## config.mk

```make
export PLATFORM = sky130hd
export DESIGN_NAME = dma_size_seq
export DESIGN_NICKNAME = d
export VERILOG_FILES = /design/src/rtl/dma_seq_pkg.sv /design/src/rtl/size_pick.sv /design/src/rtl/burst_brk.sv /design/src/rtl/dma_size_seq.sv
export SDC_FILE = /design/constraint.sdc
export NUM_CORES = 1
export LEC_CHECK = 0
export BUFFER_PORTS_ARGS = -buffer_cell sky130_fd_sc_hd__clkbuf_2
export CAP_MARGIN = 10
export CORE_AREA = 2 2 108 110
export CTS_BUF_LIST = sky130_fd_sc_hd__clkbuf_8
export DETAILED_ROUTE_END_ITERATION = 10
export DIE_AREA = 0 0 110 112
export PLACE_DENSITY_LB_ADDON = 0.12
export SLEW_MARGIN = 20
export SYNTH_ARGS = -nofsm -noshare
export SYNTH_HDL_FRONTEND = slang
export SYNTH_SLANG_ARGS = --single-unit
```

## constraint.sdc

```tcl
create_clock -name clk -period 4 [get_ports clk]
set_input_delay 0.2 -clock clk [delete_from_list [all_inputs] [get_ports clk]]
set_output_delay 0.2 -clock clk [all_outputs]
set_load 0.02 [all_outputs]
```

## src/rtl/dma_seq_pkg.sv

```systemverilog
package dma_seq_pkg;

  typedef enum logic [1:0] {
    WID_16  = 2'd0,
    WID_32  = 2'd1,
    WID_64  = 2'd2,
    WID_RSV = 2'd3
  } width_e;

  // largest size code allowed by a width code
  function automatic logic [1:0] width_cap(input width_e w);
    case (w)
      WID_32:  width_cap = 2'd2;
      WID_64:  width_cap = 2'd3;
      default: width_cap = 2'd1;
    endcase
  endfunction

  // size code from low address bits, remaining-count thresholds and the cap
  function automatic logic [1:0] pick_code(input logic [2:0] lo, input logic ge2,
                                           input logic ge4, input logic ge8,
                                           input logic [1:0] cap);
    if (lo[0] || !ge2)                      pick_code = 2'd0;
    else if (lo[1] || !ge4 || cap == 2'd1)  pick_code = 2'd1;
    else if (lo[2] || !ge8 || cap == 2'd2)  pick_code = 2'd2;
    else                                    pick_code = 2'd3;
  endfunction

endpackage

```

## src/rtl/size_pick.sv

```systemverilog
module size_pick
  import dma_seq_pkg::*;
#(
  parameter int ADDR_W = 32,
  parameter int CNT_W  = 32
) (
  input  logic [ADDR_W-1:0] addr,
  input  logic [CNT_W-1:0]  rem,
  input  width_e            wsel,
  output logic [1:0]        code
);
  logic ge2, ge4, ge8;
  assign ge2 = rem >= CNT_W'(2);
  assign ge4 = rem >= CNT_W'(4);
  assign ge8 = rem >= CNT_W'(8);
  assign code = pick_code(addr[2:0], ge2, ge4, ge8, width_cap(wsel));
endmodule

```

## src/rtl/burst_brk.sv

```systemverilog
module burst_brk
  import dma_seq_pkg::*;
#(
  parameter int ADDR_W    = 32,
  parameter int SHORT_LOG = 8,
  parameter int LONG_LOG  = 11
) (
  input  logic [ADDR_W-1:0] addr,
  input  logic [1:0]        code,
  input  logic              more,
  input  width_e            wsel,
  input  logic              blk,
  output logic              brk
);
  localparam logic [ADDR_W-1:0] SHORT_MASK = (ADDR_W'(1) << SHORT_LOG) - ADDR_W'(1);
  localparam logic [ADDR_W-1:0] LONG_MASK  = (ADDR_W'(1) << LONG_LOG) - ADDR_W'(1);

  logic [ADDR_W-1:0] end_addr, mask;
  assign end_addr = addr + (ADDR_W'(1) << code);
  assign mask     = (wsel == WID_64) ? LONG_MASK : SHORT_MASK;
  assign brk      = blk && more && ((end_addr & mask) == '0);
endmodule

```

## src/rtl/dma_size_seq.sv

```systemverilog
module dma_size_seq
  import dma_seq_pkg::*;
#(
  parameter int ADDR_W    = 32,
  parameter int CNT_W     = 32,
  parameter int SHORT_LOG = 8,
  parameter int LONG_LOG  = 11
) (
  input  logic              clk,
  input  logic              rst_n,
  input  logic              start,
  input  logic [ADDR_W-1:0] start_addr,
  input  logic [CNT_W-1:0]  byte_cnt,
  input  logic [1:0]        width_sel,
  input  logic              blk_en,
  input  logic [1:0]        aspace,
  input  logic [5:0]        am_code,
  output logic              busy,
  output logic              done,
  output logic              cyc_valid,
  input  logic              cyc_ready,
  output logic [ADDR_W-1:0] cyc_addr,
  output logic [1:0]        cyc_size,
  output logic              cyc_brk,
  output logic [1:0]        cyc_aspace,
  output logic [5:0]        cyc_am
);
  logic              busy_q, done_q, blk_q;
  logic [ADDR_W-1:0] addr_q;
  logic [CNT_W-1:0]  rem_q;
  width_e            wsel_q;
  logic [1:0]        as_q;
  logic [5:0]        am_q;

  logic [1:0]        code;
  logic [CNT_W-1:0]  step, rem_next;
  logic              accept, more, last_acc, load;

  size_pick #(.ADDR_W(ADDR_W), .CNT_W(CNT_W)) u_size (
    .addr(addr_q), .rem(rem_q), .wsel(wsel_q), .code(code)
  );

  assign step     = CNT_W'(1) << code;
  assign rem_next = rem_q - step;
  assign more     = rem_next != '0;
  assign accept   = busy_q && cyc_ready;
  assign last_acc = accept && !more;
  assign load     = start && !busy_q;

  burst_brk #(.ADDR_W(ADDR_W), .SHORT_LOG(SHORT_LOG), .LONG_LOG(LONG_LOG)) u_brk (
    .addr(addr_q), .code(code), .more(more), .wsel(wsel_q), .blk(blk_q), .brk(cyc_brk)
  );

  always_ff @(posedge clk) begin
    if (!rst_n) begin
      busy_q <= 1'b0;
      done_q <= 1'b0;
      blk_q  <= 1'b0;
      addr_q <= '0;
      rem_q  <= '0;
      wsel_q <= WID_16;
      as_q   <= '0;
      am_q   <= '0;
    end else begin
      done_q <= 1'b0;
      if (load) begin
        addr_q <= start_addr;
        rem_q  <= byte_cnt;
        wsel_q <= width_e'(width_sel);
        blk_q  <= blk_en;
        as_q   <= aspace;
        am_q   <= am_code;
        busy_q <= byte_cnt != '0;
        done_q <= byte_cnt == '0;
      end else if (accept) begin
        addr_q <= addr_q + ADDR_W'(step);
        rem_q  <= rem_next;
        if (last_acc) begin
          busy_q <= 1'b0;
          done_q <= 1'b1;
        end
      end
    end
  end

  assign busy       = busy_q;
  assign done       = done_q;
  assign cyc_valid  = busy_q;
  assign cyc_addr   = addr_q;
  assign cyc_size   = code;
  assign cyc_aspace = as_q;
  assign cyc_am     = am_q;


  align_chk: assert property (@(posedge clk) disable iff (!rst_n)
    cyc_valid |-> ((cyc_addr & ((ADDR_W'(1) << cyc_size) - ADDR_W'(1))) == '0));

  width_chk: assert property (@(posedge clk) disable iff (!rst_n)
    cyc_valid |-> (cyc_size <= 2'd1 || (cyc_size == 2'd2 && wsel_q != WID_16 && wsel_q != WID_RSV)
                   || (cyc_size == 2'd3 && wsel_q == WID_64)));

  tail_chk: assert property (@(posedge clk) disable iff (!rst_n)
    cyc_valid |-> (rem_q >= step));

  hold_chk: assert property (@(posedge clk) disable iff (!rst_n)
    cyc_valid && !cyc_ready |=> cyc_valid && $stable(cyc_addr) && $stable(cyc_size) && $stable(cyc_brk));

  done_chk: assert property (@(posedge clk) disable iff (!rst_n)
    done |-> !cyc_valid);

  brk_off_chk: assert property (@(posedge clk) disable iff (!rst_n)
    cyc_valid && !blk_q |-> !cyc_brk);
endmodule

```

* Word level (Yosys, flattened, before mapping)
Cells that the tools add are included.
** Word-level totals
- Register bits :: 77
- Word-level logic and storage cells :: 56
** Operators by class
- Equality and inequality tests :: 4
- Shift-type cells :: 1
- Magnitude comparators :: 3
- Bitwise gates (word level) :: 1
- $add $sub $neg :: 2
- Reduce and logical (&&, ||, !) cells :: 22
- Multiplexer cells :: 15
** Operators with widths (number)
- 32-bit two-way mux :: 4
- 32-bit logical NOT :: 2
- 32-bit nonzero test :: 2
- 32-bit adder :: 1
- 32-bit AND :: 1
- 32-bit by 2-bit >= comparator with 1-bit output (second input constant) :: 1
- 32-bit by 3-bit >= comparator with 1-bit output (second input constant) :: 1
- 32-bit by 4-bit >= comparator with 1-bit output (second input constant) :: 1
- 1-bit by 2-bit << shifter with 32-bit output (first input constant) :: 1
- 32-bit subtractor :: 1
- 11-bit two-way mux :: 1
- 1-bit two-way mux :: 7
- 1-bit logical AND :: 5
- 1-bit logical NOT :: 5
- 1-bit logical OR :: 5
- 2-bit by 1-bit == test with 1-bit output (second input constant) :: 2
- 2-bit == test (second input constant) :: 2
- 2-bit two-way mux :: 2
- 2-bit one-hot mux with 2 select lines :: 1
- 2-bit nonzero test :: 2
- 2-bit AND reduction :: 1

* Longest topological paths before layout
Gate-level depths: netlist (run 1).
- Word-level depth :: 15
- Gate-level depth with buffers :: 18
- Depth with buffers taken out :: 15

* Cells and area by module
Synthesis (run 1) repeated with hierarchy kept, for this count alone.
** Second synthesis, totals
- Cell total of the unflattened synthesis :: 656
- Area, all modules :: 4969.8 sq um
** Modules (own cells, without submodules)
- dma_size_seq :: cells an instance 605, instances 1, sequential area each 1541.5 sq um, area an instance 4610.7 sq um
- burst_brk :: cells an instance 31, instances 1, sequential area each 0.0 sq um, area an instance 236.5 sq um
- size_pick :: cells an instance 20, instances 1, sequential area each 0.0 sq um, area an instance 122.6 sq um

* Worst setup path after synthesis (run 1)
OpenSTA, ideal clock, no wires.
- Path kind :: register -> output
- Start point :: register rem_q[10]
- End point :: output port cyc_brk
- Data required time :: 3.800 ns
- Arrival :: 4.114 ns
- Path slack :: -0.314 ns
- Stages on the path, launching flop included :: 17
- Cell sequence :: dfxtp_1 clkbuf_1 nor4_2 nand4_1 nor4bb_1 or3_1 or4_1 ha_1 or4_4 or2_2 buf_2 or2_2 clkbuf_1 nor3_1 xor2_1 nor4_1 a21oi_1
** On the way
- Longest elaborated chain between the ends :: 12
** RTL lines
- start: declaration :: line dma_size_seq.sv:30 : logic [CNT_W-1:0] rem_q;
- start signal: assignment :: line dma_size_seq.sv:68 : rem_q <= byte_cnt;
- start signal: assignment :: line dma_size_seq.sv:77 : rem_q <= rem_next;
- 32-bit by 4-bit >= comparator with 1-bit output :: line size_pick.sv:15 : assign ge8 = rem >= CNT_W'(8);
- 1-bit logical NOT :: line dma_seq_pkg.sv:25 : else if (lo[2] || !ge8 || cap == 2'd2) pick_code = 2'd2;
- 1-bit logical OR (2 in a row) :: line dma_seq_pkg.sv:25
- 1-bit two-way mux :: line dma_seq_pkg.sv:25
- 2-bit two-way mux :: line dma_seq_pkg.sv:24 : else if (lo[1] || !ge4 || cap == 2'd1) pick_code = 2'd1;
- 2-bit two-way mux :: line dma_seq_pkg.sv:23 : if (lo[0] || !ge2) pick_code = 2'd0;
- 1-bit by 2-bit << shifter with 32-bit output :: line burst_brk.sv:19, dma_size_seq.sv:43
- 32-bit adder / 32-bit subtractor (equally long branches) :: line burst_brk.sv:19, dma_size_seq.sv:44
- 32-bit AND / 32-bit nonzero test (equally long branches) :: line burst_brk.sv:21, dma_size_seq.sv:45
- 32-bit logical NOT / 1-bit logical AND (equally long branches) :: line burst_brk.sv:21 : assign brk = blk && more && ((end_addr & mask) == '0);
- 1-bit logical AND (*) :: line burst_brk.sv:21
- end: declaration :: line dma_size_seq.sv:24 : output logic cyc_brk,
Every way passes the cells marked *; elsewhere a longest branch is shown, timed or not.

* Final worst setup path (run 1)
- Start point :: register rem_q[27]
- End point :: register rem_q[27]
** On the way
- Longest elaborated chain between the ends :: 11
** RTL lines
- 32-bit by 4-bit >= comparator with 1-bit output :: line size_pick.sv:15
- 1-bit logical NOT :: line dma_seq_pkg.sv:25
- 1-bit logical OR (2 in a row) :: line dma_seq_pkg.sv:25
- 1-bit two-way mux :: line dma_seq_pkg.sv:25
- 2-bit two-way mux :: line dma_seq_pkg.sv:24
- 2-bit two-way mux :: line dma_seq_pkg.sv:23
- 1-bit by 2-bit << shifter with 32-bit output :: line dma_size_seq.sv:43 : assign step = CNT_W'(1) << code;
- 32-bit subtractor (*) :: line dma_size_seq.sv:44 : assign rem_next = rem_q - step;
- 32-bit two-way mux (*) :: line dma_size_seq.sv:75 : end else if (accept) begin
- 32-bit two-way mux (*) :: line dma_size_seq.sv:66 : if (load) begin
Every way passes the cells marked *; elsewhere a longest branch is shown, timed or not. The select of a mux whose other input is x is not followed.
A chain may end at the register's enable or synchronous reset.

==> results_dict.tcl, run 1 <==
set metrics [dict create \
    io_buffers 124 \
    synthXorXnorAreaFrac_pct 4.02 \
    end_kind "flop" \
    path_class "flop to flop" \
    area_delta_synth_final_pct 40.2 \
    dp_hpwl_um 12200 \
    fmaxAchievable_mhz 228 \
    die_w_um 110 \
    finalWeightedCongestion 0.893 \
    synth.avg_cell_area_um2 7.48 \
    synthSimpleGateAreaFrac_pct 29.2 \
    fin_skew_ns 0.0137 \
    synthDistinctLibCells 61 \
    post-route-period-util_pct 110 \
    grt.total_usage_pct 28.0 \
    worst_slack_ns -0.390 \
    wl_per_cell_um 17.2 \
    cp-startpoint "rem_q[27]$_SDFFE_PN0P_" \
    synth-edff-count 0 \
    hold_violations 0 \
    synthArstFlopShare_pct 0 \
    cts_buffer_depth 2 \
    dpl_cell_area_um2 6190 \
    power_density_nw_per_um2 361 \
    utilization_pct 60.2 \
    synthCells 641 \
    leakagePower_uw 0.00290 \
    grt_pass1_vias 5489 \
    htree_levels 3 \
    clk_pin_slew_worst_paths_ns 0.09 \
    violations "setup timing" \
    r2r-start "rem_q[27]$_SDFFE_PN0P_" \
    io_pins 125 \
    final_nets 926 \
    drtAntennaViolNets 0 \
    yosysTopAreaCellShare_pct 32.1 \
    slowest_stage "or4_4" \
    synth_common_cells "78 x nand2_1, 77 x dfxtp_1, 76 x a21oi_1" \
    drive_gt1_share_pct 37.9 \
    pwr-share-clk_pct 23.7 \
    ctsHoldBuffers 0 \
    yosysMostFrequentCell "nand2_1" \
    crit_arrival_ns 4.71 \
    seqPwrFrac_pct 36.1 \
    core_um2 11200 \
    crit_chain "or3_4, nor4_4, nor4bb_4, or3_4, or4_4, ha_4, or4_4, or3_1, or4_4, buf_6, buf_6, buf_6, buf_6, buf_6, nor4_4, nand2b_2, mux2_4, a21oi_2" \
    seq_area_frac_synth_pct 32.1 \
    via_count 5673 \
    worst_path_most_repeated_cell "buf_6" \
    wl_um 16900 \
    synthesis.nets 731 \
    die_y_um 112 \
    hp-class "primary input to flop" \
    antenna_cells 0 \
    switching_power_uw 909 \
    numClockSinks 77 \
    grt_pass1_wl_um 27200 \
    synth_area_leaders "dfxtp_1 32%, a21oi_1 7.9%, nand2_1 6.1%" \
    dieArea_um2 12300 \
    cts-buffers-inserted 9 \
    required_ns 4.32 \
    cts_tree "built" \
    dr.pass1.iters 5 \
    netlist_area_um2 4800 \
    yosys.area.top_type "dfxtp_1" \
    antenna_found_initial 0 \
    muxShareOfSynthArea_pct 1.70 \
    tightest_slew_ns 0.877 \
    overflow 0 \
    crit_buf_inv 5 \
    synth_compound_area_share_pct 25.2 \
    drc 0 \
    start_util_pct 42.9 \
    row_count 39 \
    outcome "finished with violations" \
    clk_latency_ns 0.38 \
    relSlewSlack_pct 41.3 \
    vdd_drop_max_v 0.000280 \
    worstHoldStart "start_addr[17]" \
    slew_viol_final 0 \
    p_comb_share_pct 40.2 \
    maxCapViolCount 0 \
    setup_violations 6 \
    grt_max_degree 77 \
    internal-power_uw 1520 \
    rsz0062_at_grt "yes" \
    worst_setup_path_start_kind "flop" \
    fin_crit_ns 4.39 \
    synthFlopType "dfxtp_1" \
    viasPerCell 5.77 \
    drt_iter0_markers 466 \
    cp_slowest_stage_delay_ns 0.47 \
    ys_warn_count 0 \
    fillCellCount 1063 \
    netSwitchingFraction_pct 37.5 \
    synth_top_family_by_area "simple AND/OR/NAND/NOR gates" \
    cts-root-buf "clkbuf_8" \
    synth-seq-cells 77 \
    path_delay_family "simple AND/OR/NAND/NOR gates" \
    crit_fanout 4 \
    finalPower_uw 2430 \
    design_area_um2 6720 \
    synth_fa_ha_area_share_pct 3.03 \
]
worst reg2reg max path, delay by kind of cell (launching register included):
kind                       cells  cell delay [ns]
DFF                            1             0.34
buffers and inverters          5             0.56
muxes                          1             0.31
adders and majority gates      1             0.18
and+or+nand+nor               10             2.85
AOI/OAI and AO/OA              1             0.10
cell usage in the layout, fill, tap and decap left out, types with 12 or more instances in the layout:
| cell type | count |
|---|---|
| clkbuf_2 | 123 |
| buf_4 | 95 |
| nand2_1 | 76 |
| a21oi_1 | 72 |
| nor2_1 | 70 |
| dfxtp_1 | 61 |
| o21ai_0 | 35 |
| nand3_1 | 17 |
| xnor2_1 | 17 |
| dfxtp_2 | 15 |
| nor4_1 | 14 |
| a22oi_1 | 14 |
| inv_1 | 13 |
| nor3_1 | 13 |
| a221oi_1 | 12 |
registers in the layout, indices dropped and copies added, names as in the netlist:
name and cells:
cyc_aspace 2, blk_q 1, wsel_q 2, cyc_addr 32, cyc_am 6, rem_q 32
done 1, busy 1
final cells by class:
| class | instances | area (um2) | area share [%] |
|---|---|---|---|
| Sequential cell | 77 | 1560 | 23.3 |
| Multi-Input combinational cell | 507 | 3320 | 49.3 |
| Inverter | 15 | 56.3 | 0.838 |
| Clock buffer | 10 | 138 | 2.05 |
| Timing Repair Buffer | 226 | 1420 | 21.1 |
| Tap cell | 143 | 179 | 2.66 |
| Clock inverter | 6 | 47.5 | 0.707 |
cells by family after synthesis:
family	after synthesis
mux	7
flops	77
xor+xnor	22
simple gates	278
buf+inv	57
fa+ha+maj	11
compound gates	189
through the flow:
step	TNS, ns	hold slack, ns	instances	setup WS [ns]
6_report	-1.76	0.0232	984	-0.390
3_3_place_gp	-1.01	0.422	959	-0.237
3_5_place_dp	-1.02	0.428	959	-0.235
2_1_floorplan	0	0.317	641	0.00600
5_1_grt	-3.22	0.0186	984	-0.590
4_1_cts	-0.497	0.00360	978	-0.442
per-layer routing:
metal  vias up  GRT usage (%)  routed length (um)
li1       2760              -                   -
met5         -              0                   0
met2       200           44.7                7820
met4         0           9.54                 431
met3        35           5.50                1030
met1      2678           37.4                7610
worst paths after layout:
path | end | slack (ns) | cells past startpoint
max | rem_q[27]$_SDFFE_PN0P_ | -0.39 | 18
min | cyc_addr[17]$_SDFFE_PN0P_ | 0.02 | 3
max reg2reg | rem_q[27]$_SDFFE_PN0P_ | -0.39 | 18
min reg2reg | cyc_am[2]$_SDFFE_PN0P_ | 0.46 | 2
what timing repair did:
item,CTS,global route
pin swaps,7,12
gates resized for setup,35,36
endpoints found under the hold margin,0,0
endpoints found under the setup margin,15,24
setup buffers,3,7
power by group through the flow:
stage / Sequential [uW] / Clock, uW / Combinational, uW
4_1_cts: 874 / 593 / 916
5_1_grt: 886 / 623 / 1060
3_5_place_dp: 888 / 0 / 866
3_3_place_gp: 885 / 0 / 856
6_report: 877 / 575 / 975
2_1_floorplan: 920 / 0 / 461
(Power assumes the default switching activity.)
==> inputs of run 2 (changes only) <==
--- a/config.mk
+++ b/config.mk
@@ -7,12 +7,13 @@
 export LEC_CHECK = 0
 export BUFFER_PORTS_ARGS = -buffer_cell sky130_fd_sc_hd__clkbuf_2
 export CAP_MARGIN = 10
-export CORE_AREA = 2 2 108 110
+export CORE_AREA = 2 2 110 112
 export CTS_BUF_LIST = sky130_fd_sc_hd__clkbuf_8
 export DETAILED_ROUTE_END_ITERATION = 10
-export DIE_AREA = 0 0 110 112
+export DIE_AREA = 0 0 112 114
 export PLACE_DENSITY_LB_ADDON = 0.12
 export SLEW_MARGIN = 20
 export SYNTH_ARGS = -nofsm -noshare
 export SYNTH_HDL_FRONTEND = slang
+export SYNTH_HIERARCHICAL = 1
 export SYNTH_SLANG_ARGS = --single-unit
==> constraint.sdc (replaced) <==
create_clock -name clk -period 3.6 [get_ports clk]
set_input_delay 0.18 -clock clk [delete_from_list [all_inputs] [get_ports clk]]
set_output_delay 0.18 -clock clk [all_outputs]
set_load 0.02 [all_outputs]
==> results_dict.tcl, run 2 <==
set metrics [dict create \
    outcome "finished with violations" \
    violations "setup timing" \
    grt_max_degree 76 \
    met2_wirelength_um 8640 \
    netSwitchingFraction_pct 35.0 \
    numClockSinks 77 \
    mostFrequentLayoutCells "124 x clkbuf_2, 98 x buf_4, 92 x nand2_1" \
    drive_gt1_share_pct 36.3 \
    area_delta_synth_final_pct 40.0 \
    switching_power_uw 958 \
    pwr-share-clk_pct 27.8 \
    synth.avg_cell_area_um2 7.58 \
    netlist_area_um2 4970 \
    hp-class "primary input to flop" \
    fillCellCount 1056 \
    antenna_cells 0 \
    cts_buffer_depth 2 \
    viasPerCell 5.95 \
    synth-seq-cells 77 \
    leakagePower_uw 0.00288 \
    synthesis.nets 751 \
    worst_setup_path_start_kind "flop" \
    seqPwrFrac_pct 35.7 \
    synthFlopType "dfxtp_1" \
    clk_latency_ns 0.37 \
    required_ns 3.42 \
    layout_commonest_cell "clkbuf_2" \
    die_y_um 114 \
    yosys.area.top_type "dfxtp_1" \
    relSlewSlack_pct 47.1 \
    synth-edff-count 0 \
    via_count 5988 \
    tightest_slew_ns 0.793 \
    synth_area_leaders "dfxtp_1 31%, nand2_1 7.1%, a21oi_1 5.9%" \
    row_count 40 \
    htree_levels 3 \
    start_util_pct 42.4 \
    wl_um 17700 \
    finalWeightedCongestion 0.959 \
    overflow 0 \
    cts-root-buf "clkbuf_8" \
    wl_met3_um 1170 \
    whs_ns 0.0229 \
    io_buffers 124 \
    dr.pass1.iters 5 \
    yosysTopAreaCellShare_pct 31.0 \
    cts_tree "built" \
    ys_warn_count 6 \
    maxUsedRoutingLayer "met4" \
    power_density_nw_per_um2 394 \
    yosysMostFrequentCell "nand2_1" \
    dp_hpwl_um 12500 \
    grt_pass1_wl_um 27600 \
    multi_input_area_um2 3540 \
    cts-buffers-inserted 9 \
    drc 0 \
    synthCells 656 \
    clk_pin_slew_worst_paths_ns 0.08 \
    die_w_um 112 \
    fmaxAchievable_mhz 214 \
    grt_pass1_vias 5534 \
    fin_cells 1007 \
    grt.total_usage_pct 26.8 \
    internal-power_uw 1780 \
    wl_met1_um 7480 \
    dpl.cell_count 981 \
    path_class "flop to output pin" \
    setup_violations 6 \
    post-route-period-util_pct 130 \
    utilization_pct 59.4 \
    rsz0062_at_grt "yes" \
    synthArstFlopShare_pct 0 \
    fin_skew_ns 0.00785 \
    antenna_found_initial 0 \
    maxCapViolCount 0 \
    final_nets 950 \
    drt_iter0_markers 459 \
    crit_fanout 2 \
    synth_common_cells "94 x nand2_1, 77 x dfxtp_1, 59 x a21oi_1" \
    dieArea_um2 12800 \
    hold_violations 0 \
    worst_slack_ns -1.08 \
    slew_viol_final 0 \
    seq_area_frac_synth_pct 31.0 \
    ctsHoldBuffers 0 \
    core_um2 11700 \
    vdd_drop_max_v 0.000218 \
    regArea_um2 1550 \
    end_kind "output pin" \
    synthDistinctLibCells 70 \
    fin_crit_ns 4.68 \
    p_comb_share_pct 36.5 \
    drtAntennaViolNets 0 \
    crit_arrival_ns 4.50 \
    wl_per_cell_um 17.6 \
    io_pins 125 \
]
## run 2: changes by cell type after synthesis, moves of 6 or more
cell / before / now
xnor2_1: 18 / 7
a31oi_1: 6 / 27
nand2_1: 78 / 94
a22oi_1: 14 / 8
nor2_1: 72 / 58
a21oi_1: 76 / 59
## run 2: cells by family after synthesis
kind of cell             share of synthesized area (%)
AO/OA/AOI/OAI                                     26.3
buffers and inverters                             4.93
adder cells (fa/ha/maj)                           4.48
AND/OR/NAND/NOR                                   30.5
multiplexers                                      1.03
flip-flops                                        31.0
XOR/XNOR                                          1.76
## run 2: worst paths after layout
kind | endpoint | from | cells after the start | slack, ns
setup / recovery | cyc_brk | rem_q[28]$_SDFFE_PN0P_ | 17 | -1.08
hold / removal | cyc_am[3]$_SDFFE_PN0P_ | am_code[3] | 3 | 0.02
setup reg to reg | busy$_SDFFE_PN0P_ | rem_q[28]$_SDFFE_PN0P_ | 14 | -0.40
hold reg to reg | cyc_am[2]$_SDFFE_PN0P_ | cyc_am[2]$_SDFFE_PN0P_ | 2 | 0.46
## run 2: per-stage QoR
step	total power (uW)	instance area (um2)	TNS, ns	setup WS [ns]
after floorplan	1500	5020	-0.402	-0.338
after global placement	1860	6350	-2.44	-0.670
after detailed placement	1880	6350	-5.94	-0.840
after CTS	2670	6720	-1.60	-1.03
after global routing	2870	6960	-2.66	-1.20
final	2740	6960	-1.92	-1.08
## run 2: critical path: stages (launching register included)
cell and delay (ns):
dfxtp_2 0.34, nor4_4 0.32, nand4_1 0.18, a2111o_1 0.43, a21oi_4 0.20, nor2_2 0.07
ha_2 0.21, fa_1 0.53, nor4b_4 0.21, nand3_1 0.11, a211o_1 0.27, nor4_2 0.31
o2111ai_2 0.17, or3_1 0.35, nand2_1 0.10, nor4_1 0.06, o2111a_2 0.12, clkbuf_2 0.15
## run 2: what timing repair did
item	in CTS	in global routing
setup endpoints to repair	40	45
pin swaps	8	21
setup buffers	7	5
gates resized for setup	21	42
## run 2: final cells by class
class / count / share of cell area [%]
clock buffers: 11 / 2.18
inverters: 19 / 1.03
clock inverters: 5 / 1.08
well taps: 147 / 2.64
multi-input cells: 523 / 50.8
repair buffers: 225 / 20.0
flip-flops and latches: 77 / 22.3
## run 2: metal layers
layer / vias up / GRT usage (%)
met5: - / 0
met4: 0 / 11.2
met3: 36 / 4.30
met2: 267 / 45.3
met1: 2805 / 34.2
li1: 2880 / -
## run 2: power groups by stage
stage | combinational (uW) | sequential, uW | clock [uW]
6_report | 999 | 979 | 761
4_1_cts | 930 | 972 | 770
2_1_floorplan | 470 | 1030 | 0
3_5_place_dp | 890 | 988 | 0
5_1_grt | 1080 | 987 | 805
3_3_place_gp | 873 | 984 | 0
==> inputs of run 3 (changes only) <==
--- a/config.mk
+++ b/config.mk
@@ -7,10 +7,10 @@
 export LEC_CHECK = 0
 export BUFFER_PORTS_ARGS = -buffer_cell sky130_fd_sc_hd__clkbuf_2
 export CAP_MARGIN = 10
-export CORE_AREA = 2 2 110 112
+export CORE_AREA = 4 4 112 114
 export CTS_BUF_LIST = sky130_fd_sc_hd__clkbuf_8
 export DETAILED_ROUTE_END_ITERATION = 10
-export DIE_AREA = 0 0 112 114
+export DIE_AREA = 0 0 116 118
 export PLACE_DENSITY_LB_ADDON = 0.12
 export SLEW_MARGIN = 20
 export SYNTH_ARGS = -nofsm -noshare
==> constraint.sdc (replaced) <==
create_clock -name clk -period 3.6 [get_ports clk]
set_input_delay 0 -clock clk [delete_from_list [all_inputs] [get_ports clk]]
set_output_delay 0 -clock clk [all_outputs]
set_load 0.02 [all_outputs]
==> results_dict.tcl, run 3 (synthesized netlist as in run 2, its figures left out) <==
set metrics [dict create \
    outcome "finished with violations" \
    violations "setup timing" \
    grt.total_usage_pct 27.4 \
    overflow 0 \
    grt_pass1_vias 6239 \
    grt_max_degree 55 \
    viasPerCell 5.84 \
    multi_input_area_um2 3480 \
    crit_buf_inv 1 \
    dieArea_um2 13700 \
    end_kind "output pin" \
    crit_arrival_ns 4.42 \
    maxCapViolCount 0 \
    area_delta_synth_final_pct 52.6 \
    fin_skew_ns 0.00495 \
    slowest_stage "fa_1" \
    drt_iter0_markers 543 \
    min_to "rem_q[7]$_SDFFE_PN0P_" \
    slew_viol_final 0 \
    whs_ns 0.0293 \
    drtAntennaViolNets 0 \
    utilization_pct 66.4 \
    row_count 39 \
    io_pins 125 \
    leakagePower_uw 0.00315 \
    crit_fanout 2 \
    cts-root-buf "clkbuf_8" \
    via_count 6256 \
    worst_slack_ns -0.824 \
    fmaxAchievable_mhz 226 \
    cts_buffer_depth 2 \
    power_density_nw_per_um2 371 \
    hold_violations 0 \
    tightest_slew_ns 0.997 \
    io_buffers 124 \
    wl_per_cell_um 17.6 \
    start_util_pct 43.5 \
    fillCellCount 983 \
    finalPower_uw 2820 \
    hp-class "primary input to flop" \
    post-route-period-util_pct 123 \
    layout_commonest_cell "clkbuf_2" \
    die_y_um 118 \
    drive_gt1_share_pct 32.8 \
    vdd_drop_max_v 0.000243 \
    ff2ff_setup_slack_ns -0.29 \
    grt_pass1_wl_um 30300 \
    reg2reg_to "busy$_SDFFE_PN0P_" \
    regArea_um2 1550 \
    finalWeightedCongestion 0.928 \
    dr.pass1.iters 5 \
    drc 0 \
    relSlewSlack_pct 33.4 \
    crit_chain "nor4_4, nand4_1, a2111o_1, a21oi_4, nor2_2, ha_2, fa_1, nor4b_4, nand3_1, a211o_1, nor4_2, o2111ai_2, or3_1, nand2_1, nor4_1, o2111a_2, buf_2" \
    r2r-start "rem_q[28]$_SDFFE_PN0P_" \
    mostFrequentLayoutCells "123 x clkbuf_2, 96 x buf_4, 92 x nand2_1" \
    worstHoldStart "byte_cnt[7]" \
    worst_setup_path_start_kind "flop" \
    antenna_found_initial 2 \
    fin_crit_ns 4.42 \
    setup_violations 3 \
    dp_hpwl_um 13100 \
    r2r_cells 14 \
    die_w_um 116 \
    hold_depth 4 \
    cp.depth 17 \
    cp_slowest_stage_delay_ns 0.52 \
    cts_tree "built" \
    core_um2 11400 \
    clk_pin_slew_worst_paths_ns 0.08 \
    wl_um 18900 \
    rsz0062_at_grt "yes" \
    cts-buffers-inserted 9 \
    htree_levels 3 \
    clk_latency_ns 0.36 \
    path_class "flop to output pin" \
    numClockSinks 77 \
    required_ns 3.60 \
    setup-tns-final_ns -1.29 \
    path_delay_family "simple AND/OR/NAND/NOR gates" \
    final_nets 1016 \
]
## run 3: metal layers
| metal | vias up | global-route usage (%) | wire length (um) |
|---|---|---|---|
| met5 | - | 0 | 0 |
| met4 | 0 | 10.6 | 478 |
| met3 | 32 | 4.16 | 1240 |
| met2 | 262 | 46.9 | 9300 |
| met1 | 2950 | 34.0 | 7880 |
| li1 | 3012 | - | - |
## run 3: how the worst max path moves through the flow
stage | slack [ns] | startpoint | endpoint
global route | -1.01 | rem_q[28]$_SDFFE_PN0P_ | cyc_brk
floorplan | -0.16 | rem_q[28]$_SDFFE_PN0P_ | cyc_brk
detailed placement | -0.57 | rem_q[28]$_SDFFE_PN0P_ | cyc_brk
finish | -0.82 | rem_q[28]$_SDFFE_PN0P_ | cyc_brk
CTS | -0.85 | rem_q[13]$_SDFFE_PN0P_ | cyc_brk
global placement | -0.47 | rem_q[28]$_SDFFE_PN0P_ | cyc_brk
## run 3: final cells by class
| class | instances | share of cell area (%) |
|---|---|---|
| clock inverter | 3 | 0.858 |
| inverter | 19 | 0.940 |
| tap | 143 | 2.36 |
| timing repair buffer | 291 | 27.1 |
| multi-input combinational | 523 | 45.9 |
| sequential | 77 | 20.4 |
| antenna | 2 | 0.0660 |
| clock buffer | 13 | 2.36 |
## run 3: tightest hold or removal path, cell delays in order
cell	delay [ns]
clkbuf_2	0.09
nand2_1	0.05
o41a_1	0.12
a21oi_1	0.07
## run 3: metrics by stage
stage	area, um2	worst slack, ns	instances
after detailed placement	6340	-0.572	977
after global placement	6340	-0.466	977
after CTS	7430	-0.848	1069
final	7580	-0.824	1071
after floorplan	5020	-0.158	656
after global routing	7580	-1.01	1071
## run 3: what timing repair did
item,4_1_cts,5_1_grt
setup endpoints to repair,33,42
setup buffers,8,1
hold endpoints to repair,69,0
resized for setup,22,32
hold buffers,69,0
pin swaps,5,14
## run 3: where the power goes
part	internal, uW	switching (uW)
registers	912	66.2
logic	482	560
clock network	465	330
